$ cat config.mk
export PLATFORM = sky130hd
export DESIGN_NAME = tx_src_arb
export DESIGN_NICKNAME = d
export VERILOG_FILES = /design/src/rtl/tx_arb_pkg.sv /design/src/rtl/tx_arb_skp_timer.sv /design/src/rtl/tx_arb_gate.sv /design/src/rtl/tx_arb_pick.sv /design/src/rtl/tx_src_arb.sv
export SDC_FILE = /design/constraint.sdc
export NUM_CORES = 1
export LEC_CHECK = 0
export ABC_AREA = 1
export ABC_CLOCK_PERIOD_IN_PS = 2950
export BUFFER_PORTS_ARGS = -buffer_cell sky130_fd_sc_hd__buf_2
export CORE_UTILIZATION = 45
export DETAILED_ROUTE_END_ITERATION = 8
export PLACE_DENSITY_LB_ADDON = 0.2
export SETUP_SLACK_MARGIN = 0.4
export SYNTH_ARGS = -nofsm -noshare
export SYNTH_HDL_FRONTEND = slang
export SYNTH_SLANG_ARGS = --single-unit
$ cat constraint.sdc
create_clock -name clk_i -period 2.95 [get_ports clk_i]
set_clock_uncertainty 0.05 [all_clocks]
set_input_delay 0.295 -clock clk_i [delete_from_list [all_inputs] [get_ports clk_i]]
set_output_delay 0.295 -clock clk_i [all_outputs]
set_load 0.005 [all_outputs]
$ cat src/rtl/tx_arb_pkg.sv
package tx_arb_pkg;
  typedef enum logic [1:0] {
    SRC_IDLE = 2'd0,
    SRC_CTL  = 2'd1,
    SRC_TXN  = 2'd2,
    SRC_SKP  = 2'd3
  } src_e;
endpackage

$ cat src/rtl/tx_arb_skp_timer.sv
module tx_arb_skp_timer #(
  parameter int unsigned SKP_INTERVAL = 1450
) (
  input  logic clk_i,
  input  logic rst_ni,
  input  logic link_i,
  input  logic tick_i,
  input  logic clr_i,
  output logic due_o
);
  localparam int unsigned CW = $clog2(SKP_INTERVAL + 1);
  localparam logic [CW-1:0] LIMIT = CW'(SKP_INTERVAL);

  logic [CW-1:0] cnt_q;

  always_ff @(posedge clk_i or negedge rst_ni) begin
    if (!rst_ni)                     cnt_q <= '0;
    else if (clr_i || !link_i)       cnt_q <= '0;
    else if (tick_i && cnt_q != LIMIT) cnt_q <= cnt_q + 1'b1;
  end

  assign due_o = (cnt_q == LIMIT);
endmodule

$ cat src/rtl/tx_arb_gate.sv
module tx_arb_gate #(
  parameter int unsigned CTL_GATE = 5
) (
  input  logic clk_i,
  input  logic rst_ni,
  input  logic link_i,
  input  logic inc_i,
  output logic open_o
);
  localparam int unsigned GW = $clog2(CTL_GATE + 1);
  localparam logic [GW-1:0] GMAX = GW'(CTL_GATE);

  logic [GW-1:0] cnt_q;

  always_ff @(posedge clk_i or negedge rst_ni) begin
    if (!rst_ni)                    cnt_q <= '0;
    else if (!link_i)               cnt_q <= '0;
    else if (inc_i && cnt_q != GMAX) cnt_q <= cnt_q + 1'b1;
  end

  assign open_o = (cnt_q == GMAX);
endmodule

$ cat src/rtl/tx_arb_pick.sv
module tx_arb_pick
  import tx_arb_pkg::*;
(
  input  logic link_i,
  input  logic skp_due_i,
  input  logic idle_owed_i,
  input  logic gate_open_i,
  input  logic turn_txn_i,
  input  logic ctl_valid_i,
  input  logic txn_valid_i,
  output src_e src_o,
  output logic turn_txn_o
);
  always_comb begin
    src_o      = SRC_IDLE;
    turn_txn_o = turn_txn_i;
    if (!link_i) begin
      src_o = SRC_IDLE;
    end else if (skp_due_i) begin
      src_o = SRC_SKP;
    end else if (idle_owed_i) begin
      src_o = SRC_IDLE;
    end else if (!gate_open_i) begin
      if (ctl_valid_i) src_o = SRC_CTL;
    end else if (turn_txn_i) begin
      if (txn_valid_i) begin
        src_o      = SRC_TXN;
        turn_txn_o = 1'b0;
      end else if (ctl_valid_i) begin
        src_o = SRC_CTL;  // off-turn, turn kept
      end
    end else begin
      if (ctl_valid_i) begin
        src_o      = SRC_CTL;
        turn_txn_o = 1'b1;
      end else if (txn_valid_i) begin
        src_o = SRC_TXN;  // off-turn, turn kept
      end
    end
  end
endmodule

$ cat src/rtl/tx_src_arb.sv
module tx_src_arb
  import tx_arb_pkg::*;
#(
  parameter int unsigned SKP_INTERVAL = 1450,
  parameter int unsigned CTL_GATE     = 5
) (
  input  logic       clk_i,
  input  logic       rst_ni,
  input  logic       link_up_i,
  input  logic       sym_tick_i,
  input  logic       ctl_valid_i,
  output logic       ctl_ready_o,
  input  logic       txn_valid_i,
  output logic       txn_ready_o,
  input  logic       done_i,
  output logic       start_o,
  output logic [1:0] src_o
);
  logic busy_q, start_q, idle_owed_q, turn_txn_q;
  src_e src_q, pick_src;
  logic pick_turn, decide, skp_due, gate_open, pick_pkt;

  assign decide   = !busy_q || (done_i && !start_q);
  assign pick_pkt = (pick_src == SRC_CTL) || (pick_src == SRC_TXN);

  tx_arb_skp_timer #(.SKP_INTERVAL(SKP_INTERVAL)) u_timer (
    .clk_i  (clk_i),
    .rst_ni (rst_ni),
    .link_i (link_up_i),
    .tick_i (sym_tick_i),
    .clr_i  (decide && pick_src == SRC_SKP),
    .due_o  (skp_due)
  );

  tx_arb_gate #(.CTL_GATE(CTL_GATE)) u_gate (
    .clk_i  (clk_i),
    .rst_ni (rst_ni),
    .link_i (link_up_i),
    .inc_i  (decide && pick_src == SRC_CTL),
    .open_o (gate_open)
  );

  tx_arb_pick u_pick (
    .link_i      (link_up_i),
    .skp_due_i   (skp_due),
    .idle_owed_i (idle_owed_q),
    .gate_open_i (gate_open),
    .turn_txn_i  (turn_txn_q),
    .ctl_valid_i (ctl_valid_i),
    .txn_valid_i (txn_valid_i),
    .src_o       (pick_src),
    .turn_txn_o  (pick_turn)
  );

  always_ff @(posedge clk_i or negedge rst_ni) begin
    if (!rst_ni) begin
      busy_q      <= 1'b0;
      start_q     <= 1'b0;
      src_q       <= SRC_IDLE;
      idle_owed_q <= 1'b0;
      turn_txn_q  <= 1'b1;
    end else begin
      start_q <= decide;
      if (decide) begin
        busy_q      <= 1'b1;
        src_q       <= pick_src;
        turn_txn_q  <= pick_turn;
        // a skip set does not discharge the idle obligation
        idle_owed_q <= pick_pkt || (idle_owed_q && pick_src == SRC_SKP);
      end
      if (!link_up_i) begin
        idle_owed_q <= 1'b0;
        turn_txn_q  <= 1'b1;
      end
    end
  end

  assign start_o     = start_q;
  assign src_o       = src_q;
  assign ctl_ready_o = start_q && (src_q == SRC_CTL);
  assign txn_ready_o = start_q && (src_q == SRC_TXN);
endmodule

# Yosys cells after proc, flatten, opt, wreduce, memory -nomap -nowiden
# Cells that the tools add are included.
# totals
word_cells,63
output_inout_bits,5
ff_bits,20
inputBits,7
# classes
add_sub_neg,2
n_eq_ne,14
mux,23
reduce_logical,17
# op_table
op,n
$mux W11,2
$mux W2,8
$add A11 B1 Y11 const B,1
$eq A11 B11 Y1 const B,1
$mux W1,11
$ne A11 B11 Y1 const B,1
$logic_and A1 B1 Y1,8
$eq A2 B2 Y1 const B,3
$mux W3,2
$ne A2 B1 Y1 const B,3
$eq A2 B1 Y1 const B,2
$logic_or A1 B1 Y1,4
$ne A2 B2 Y1 const B,2
$reduce_and A4 Y1,1
$add A3 B1 Y3 const B,1
$eq A3 B3 Y1 const B,1
$logic_not A1 Y1,3
$ne A3 B3 Y1 const B,1
$reduce_bool A2 Y1,1

# Longest topological paths before layout
# logic_depth
word_depth,12
depth_mapped,12
depth_no_buf,12

# Hierarchy
# From an unflattened synthesis, not the netlist that was laid out.
# unflattened
cells_unflattened,195
area_unflattened_um2,1350.0
# modules_own_cells
mod,seq_area_each_um2,n_inst,cells_per_inst,area_per_inst_um2
tx_arb_skp_timer,275.3,1,110,754.5
tx_src_arb,151.4,1,37,312.8
tx_arb_gate,75.1,1,25,185.2
tx_arb_pick,0.0,1,23,97.6

# Worst setup path before layout
# No wires, ideal clock.
# synth_path
path_type,register -> register
from,register u_timer.cnt_q[0]
to,register idle_owed_q
stages_incl_launch_ff,10
setup_ns,0.077
period_less_slack_ns,1.937
path_buffers,0
required_time_ns,2.823
setup_slack_ns,1.013
t_arrival_ns,1.810
cell_sequence,dfrtp_1 > inv_1 > ha_1 > nand2_1 > nor2_4 > nand4_4 > a21oi_1 > ha_1 > or2_2 > a21oi_1
# synth_between
elab_chain_cells,8
word_cells_on_any_way,11
cone_classes,4 x eq/ne; 4 x mux; 3 x reduce/logical
# synth_lines
element,line_no,source
from (decl),tx_arb_skp_timer.sv:14,logic [CW-1:0] cnt_q;
from (signal assigned),tx_arb_skp_timer.sv:19,else if (tick_i && cnt_q != LIMIT) cnt_q <= cnt_q + 1'b1;
$eq A11 B11 Y1 *,tx_arb_skp_timer.sv:22,assign due_o = (cnt_q == LIMIT);
$mux W2 *,tx_arb_pick.sv:19,end else if (skp_due_i) begin
$mux W2 *,tx_arb_pick.sv:17,if (!link_i) begin
net pick_src[0],tx_src_arb.sv:20,"src_e src_q, pick_src;"
$eq A2 B1 Y1 (tied with other cells),tx_src_arb.sv:24,assign pick_pkt = (pick_src == SRC_CTL) || (pick_src == SRC_TXN);
$logic_or A1 B1 Y1 or $logic_and A1 B1 Y1 (tied branches),"tx_src_arb.sv:24, tx_src_arb.sv:69",
$logic_or A1 B1 Y1 *,tx_src_arb.sv:69,idle_owed_q <= pick_pkt || (idle_owed_q && pick_src == SRC_SKP);
$mux W1 *,tx_src_arb.sv:64,if (decide) begin
$mux W1 *,tx_src_arb.sv:71,if (!link_up_i) begin
to (signal assigned),tx_src_arb.sv:69,
to (decl),tx_src_arb.sv:19,"logic busy_q, start_q, idle_owed_q, turn_txn_q;"
# The timed path passes the listed nets; every way through them passes the cells marked *. The select of a mux whose other input is x is not followed.
# A chain may end at the register's enable or synchronous reset.

# Worst setup path in the final report
# layout_path
from,register u_timer.cnt_q[0]
to,register u_timer.cnt_q[8]
# layout_between
elab_chain_cells,7
word_cells_on_any_way,12
cone_classes,1 x add/sub; 3 x eq/ne; 4 x mux; 4 x reduce/logical
# layout_lines
element,line_no,source
$eq A11 B11 Y1 *,tx_arb_skp_timer.sv:22,
$mux W2 *,tx_arb_pick.sv:19,
$mux W2 *,tx_arb_pick.sv:17,
net pick_src[0],tx_src_arb.sv:20,
$eq A2 B2 Y1 *,tx_src_arb.sv:31,".clr_i (decide && pick_src == SRC_SKP),"
$logic_and A1 B1 Y1 *,tx_src_arb.sv:31,
$logic_or A1 B1 Y1 *,tx_arb_skp_timer.sv:18,else if (clr_i || !link_i) cnt_q <= '0;
$mux W11 or $reduce_bool A2 Y1 (tied branches),--,
# Marks and branches as above.

==> impl_metrics.py <==
metrics = {
    "floorplan": {
        "coreArea_mm2": 0.00285,
        "num_rows": 19,
        "initial_core_util": 0.493,
        "die_h_um": 57.9,
        "io_pins": 12,
        "die-area_mm2": 0.00335,
        "die_x_um": 57.9,
    },
    "detailed_routing": {
        "avgViaCountPerCell": 5.36,
        "first_iter_violations": 56,
        "finalWirelength_um": 2930,
        "vias": 1282,
        "drc": 1,
        "first_pass_iters": 6,
        "ant_nets": 0,
        "wl_per_cell_um": 12.3,
    },
    "logic_synthesis": {
        "ys.flop_type": "dfrtp_1",
        "yosysTopAreaCell": "dfrtp_1",
        "synth.area.top_cells": "dfrtp_1 34%, nand2_1 16%, nand3_1 10%, ha_1 5.3%, inv_1 5.1%",
        "ys_ff_latch": 20,
        "syn-cell-area_mm2": 0.00141,
        "synth-seq-area-share": 0.357,
        "synth.avg_cell_area_um2": 7.21,
        "syn-num-nets": 208,
        "synth_edf_count": 0,
        "synth_warnings": 0,
        "synth_top_area_frac": 0.338,
        "ys_types": 30,
        "async_flop_share": 1.00,
        "syn_inst": 195,
    },
    "timing": {
        "hold_viol": 0,
        "period_needed_ns": 2.27,
        "timing.final.crit_share": 0.770,
        "setup_viol": 0,
        "rsz0062_at_grt": "no",
        "fin_ws_ns": 0.678,
        "holdWs_ns": 0.247,
        "slew_viol_final": 0,
        "tns_ns": 0,
        "max_freq_mhz": 440,
    },
    "critical_path": {
        "crit_type": "reg2reg",
        "crit_path_end_kind": "flop",
        "path_max_fanout": 14,
        "cp.arrival_ns": 2.43,
        "cp.required_ns": 3.10,
        "start_kind": "flop",
    },
    "grt": {
        "grt_pass1_wl_um": 5170,
        "grt.overflow.total": 0,
        "grt_max_degree": 21,
        "grt_pass1_vias": 1191,
        "grt_usage": 0.193,
        "antenna_found_initial": 0,
    },
    "power": {
        "intPower_mw": 0.445,
        "power_leakage_nw": 0.774,
        "p_seq_frac": 0.504,
        "p_clk_frac": 0.386,
        "power_frac_comb": 0.110,
        "p_sw_mw": 0.136,
        "powerDensity_mw_per_mm2": 375,
        "p_sw_frac": 0.235,
        "peakVddDrop_mv": 0.209,
    },
    "final_layout": {
        "diodes": 0,
        "utilization": 0.543,
        "stdcell_area_mm2": 0.00155,
        "drive_gt1_frac": 0.159,
        "layout.nets": 222,
        "area_delta_synth_final_pct": 10.1,
    },
    "outcome": {
        "violations": "design-rule violations",
        "outcome": "finished, violations left",
    },
    "clocking": {
        "root_buffer": "clkbuf_4",
        "cts_resized": 0,
        "htreeDepth": 1,
        "clk_pin_slew_ns": 0.12,
        "cts-buffers-inserted": 3,
        "clock_latency_ns": 0.30,
        "cts_sinks": 20,
        "cts_tree": "yes",
        "cts_buffer_depth": 2,
    },
    "flow_run": {
        "cap_violations": 0,
    },
    "place": {
        "io_buffer_count": 11,
        "place_worst_setup_slack_ns": 0.616,
        "dpl_cell_area_mm2": 0.00145,
        "hpwl_um": 2190,
        "place_congestion": 0.841,
    },
    "worst_hold_path": {
        "min-delay-path-class": "in2reg",
    },
}
layout make-up:
| type | instances | area, um^2 |
|---|---|---|
| clock buffers | 3 | 22.5 |
| clock inverters | 1 | 30.0 |
| fillers | 279 | 1310 |
| inverters | 21 | 78.8 |
| multi-input cells | 148 | 776 |
| flip-flops and latches | 20 | 502 |
| well taps | 31 | 38.8 |
| repair buffers | 15 | 100 |
what timing repair did:
item	CTS	global route
hold endpoints to repair	19	0
setup buffers	0	3
setup endpoints to repair	0	3
hold buffers	1	0
through the flow:
stage	std cells	power (mW)
3_5_place_dp	231	0.356
3_3_place_gp	231	0.353
2_1_floorplan	195	0.336
4_1_cts	236	0.582
6_report	239	0.581
5_1_grt	239	0.606
cells by family (layout without fill, tap and decap cells):
family,count (synthesis),in the layout,share of synthesized area
DFF,20,20,0.357
other,1,1,0.00267
xor gates and xnor gates,4,4,0.0249
buffers and inverters,27,40,0.0916
and+or+nand+nor,127,127,0.421
AOI/OAI and AO/OA,10,10,0.0498
adders and majority gates,6,6,0.0534
final timing paths:
check	cells past startpoint	start	end	slack, ns
min in group asynchronous	2	rst_ni	u_timer.cnt_q[10]	0.41
setup reg to reg	13	u_timer.cnt_q[0]	u_timer.cnt_q[8]	0.68
max in group asynchronous	2	rst_ni	turn_txn_q	2.10
setup / recovery	13	u_timer.cnt_q[0]	u_timer.cnt_q[8]	0.68
hold / removal	3	done_i	start_o	0.25
hold reg to reg	2	turn_txn_q	turn_txn_q	0.44
cell usage after synthesis (all sizes together) (3+ instances only):
cell type	count
buf	6
inv	21
ha	6
nor2	21
nand2	65
a21oi	3
dfrtp	19
xor2	3
o21ai	5
nor3	3
nand4	7
nand3	29
registers in the layout, summed over array words and instances, names as in the netlist:
name / cells
turn_txn_q: 1
idle_owed_q: 1
u_timer.cnt_q: 11
start_o: 1
src_o: 2
busy_q: 1
u_gate.cnt_q: 3
layer usage:
metal | share of wire | GRT usage
met5 | 0 | 0
met4 | 0 | 0.0442
met3 | 0.035 | 0.0223
met2 | 0.48 | 0.314
met1 | 0.48 | 0.276
critical path, cell delays in order (launching register included):
cell	delay (ns)
dfrtp_1	0.46
inv_1	0.10
ha_1	0.20
nand2_1	0.11
nor2_4	0.14
nand4_4	0.12
a21oi_1	0.22
ha_1	0.25
a21oi_4	0.08
buf_12	0.14
inv_2	0.12
nor2_1	0.06
nand2_1	0.06
nand2_1	0.05
cells in the final DEF, fill, tap and decap left out, types with 2 or more instances in the layout:
cell type  instances
inv_1             19
clkbuf_4           3
nand2_2            3
nand4_1            6
nor3_1             3
nor2_1            19
dfrtp_1           19
ha_1               6
o21ai_0            4
nand2_4            2
buf_4              2
a21oi_1            2
nand2_1           60
inv_2              2
nand3_1           28
xor2_1             3
buf_2             11
power groups by stage:
stage                     Sequential (mW)  Combinational [mW]  Clock, mW
after floorplan                     0.296              0.0394          0
after global placement              0.297              0.0552          0
after detailed placement            0.298              0.0574          0
after CTS                           0.293              0.0590      0.230
after global routing                0.294              0.0727      0.239
final                               0.293              0.0636      0.224
Note: power is estimated with default switching activity, not from simulation.
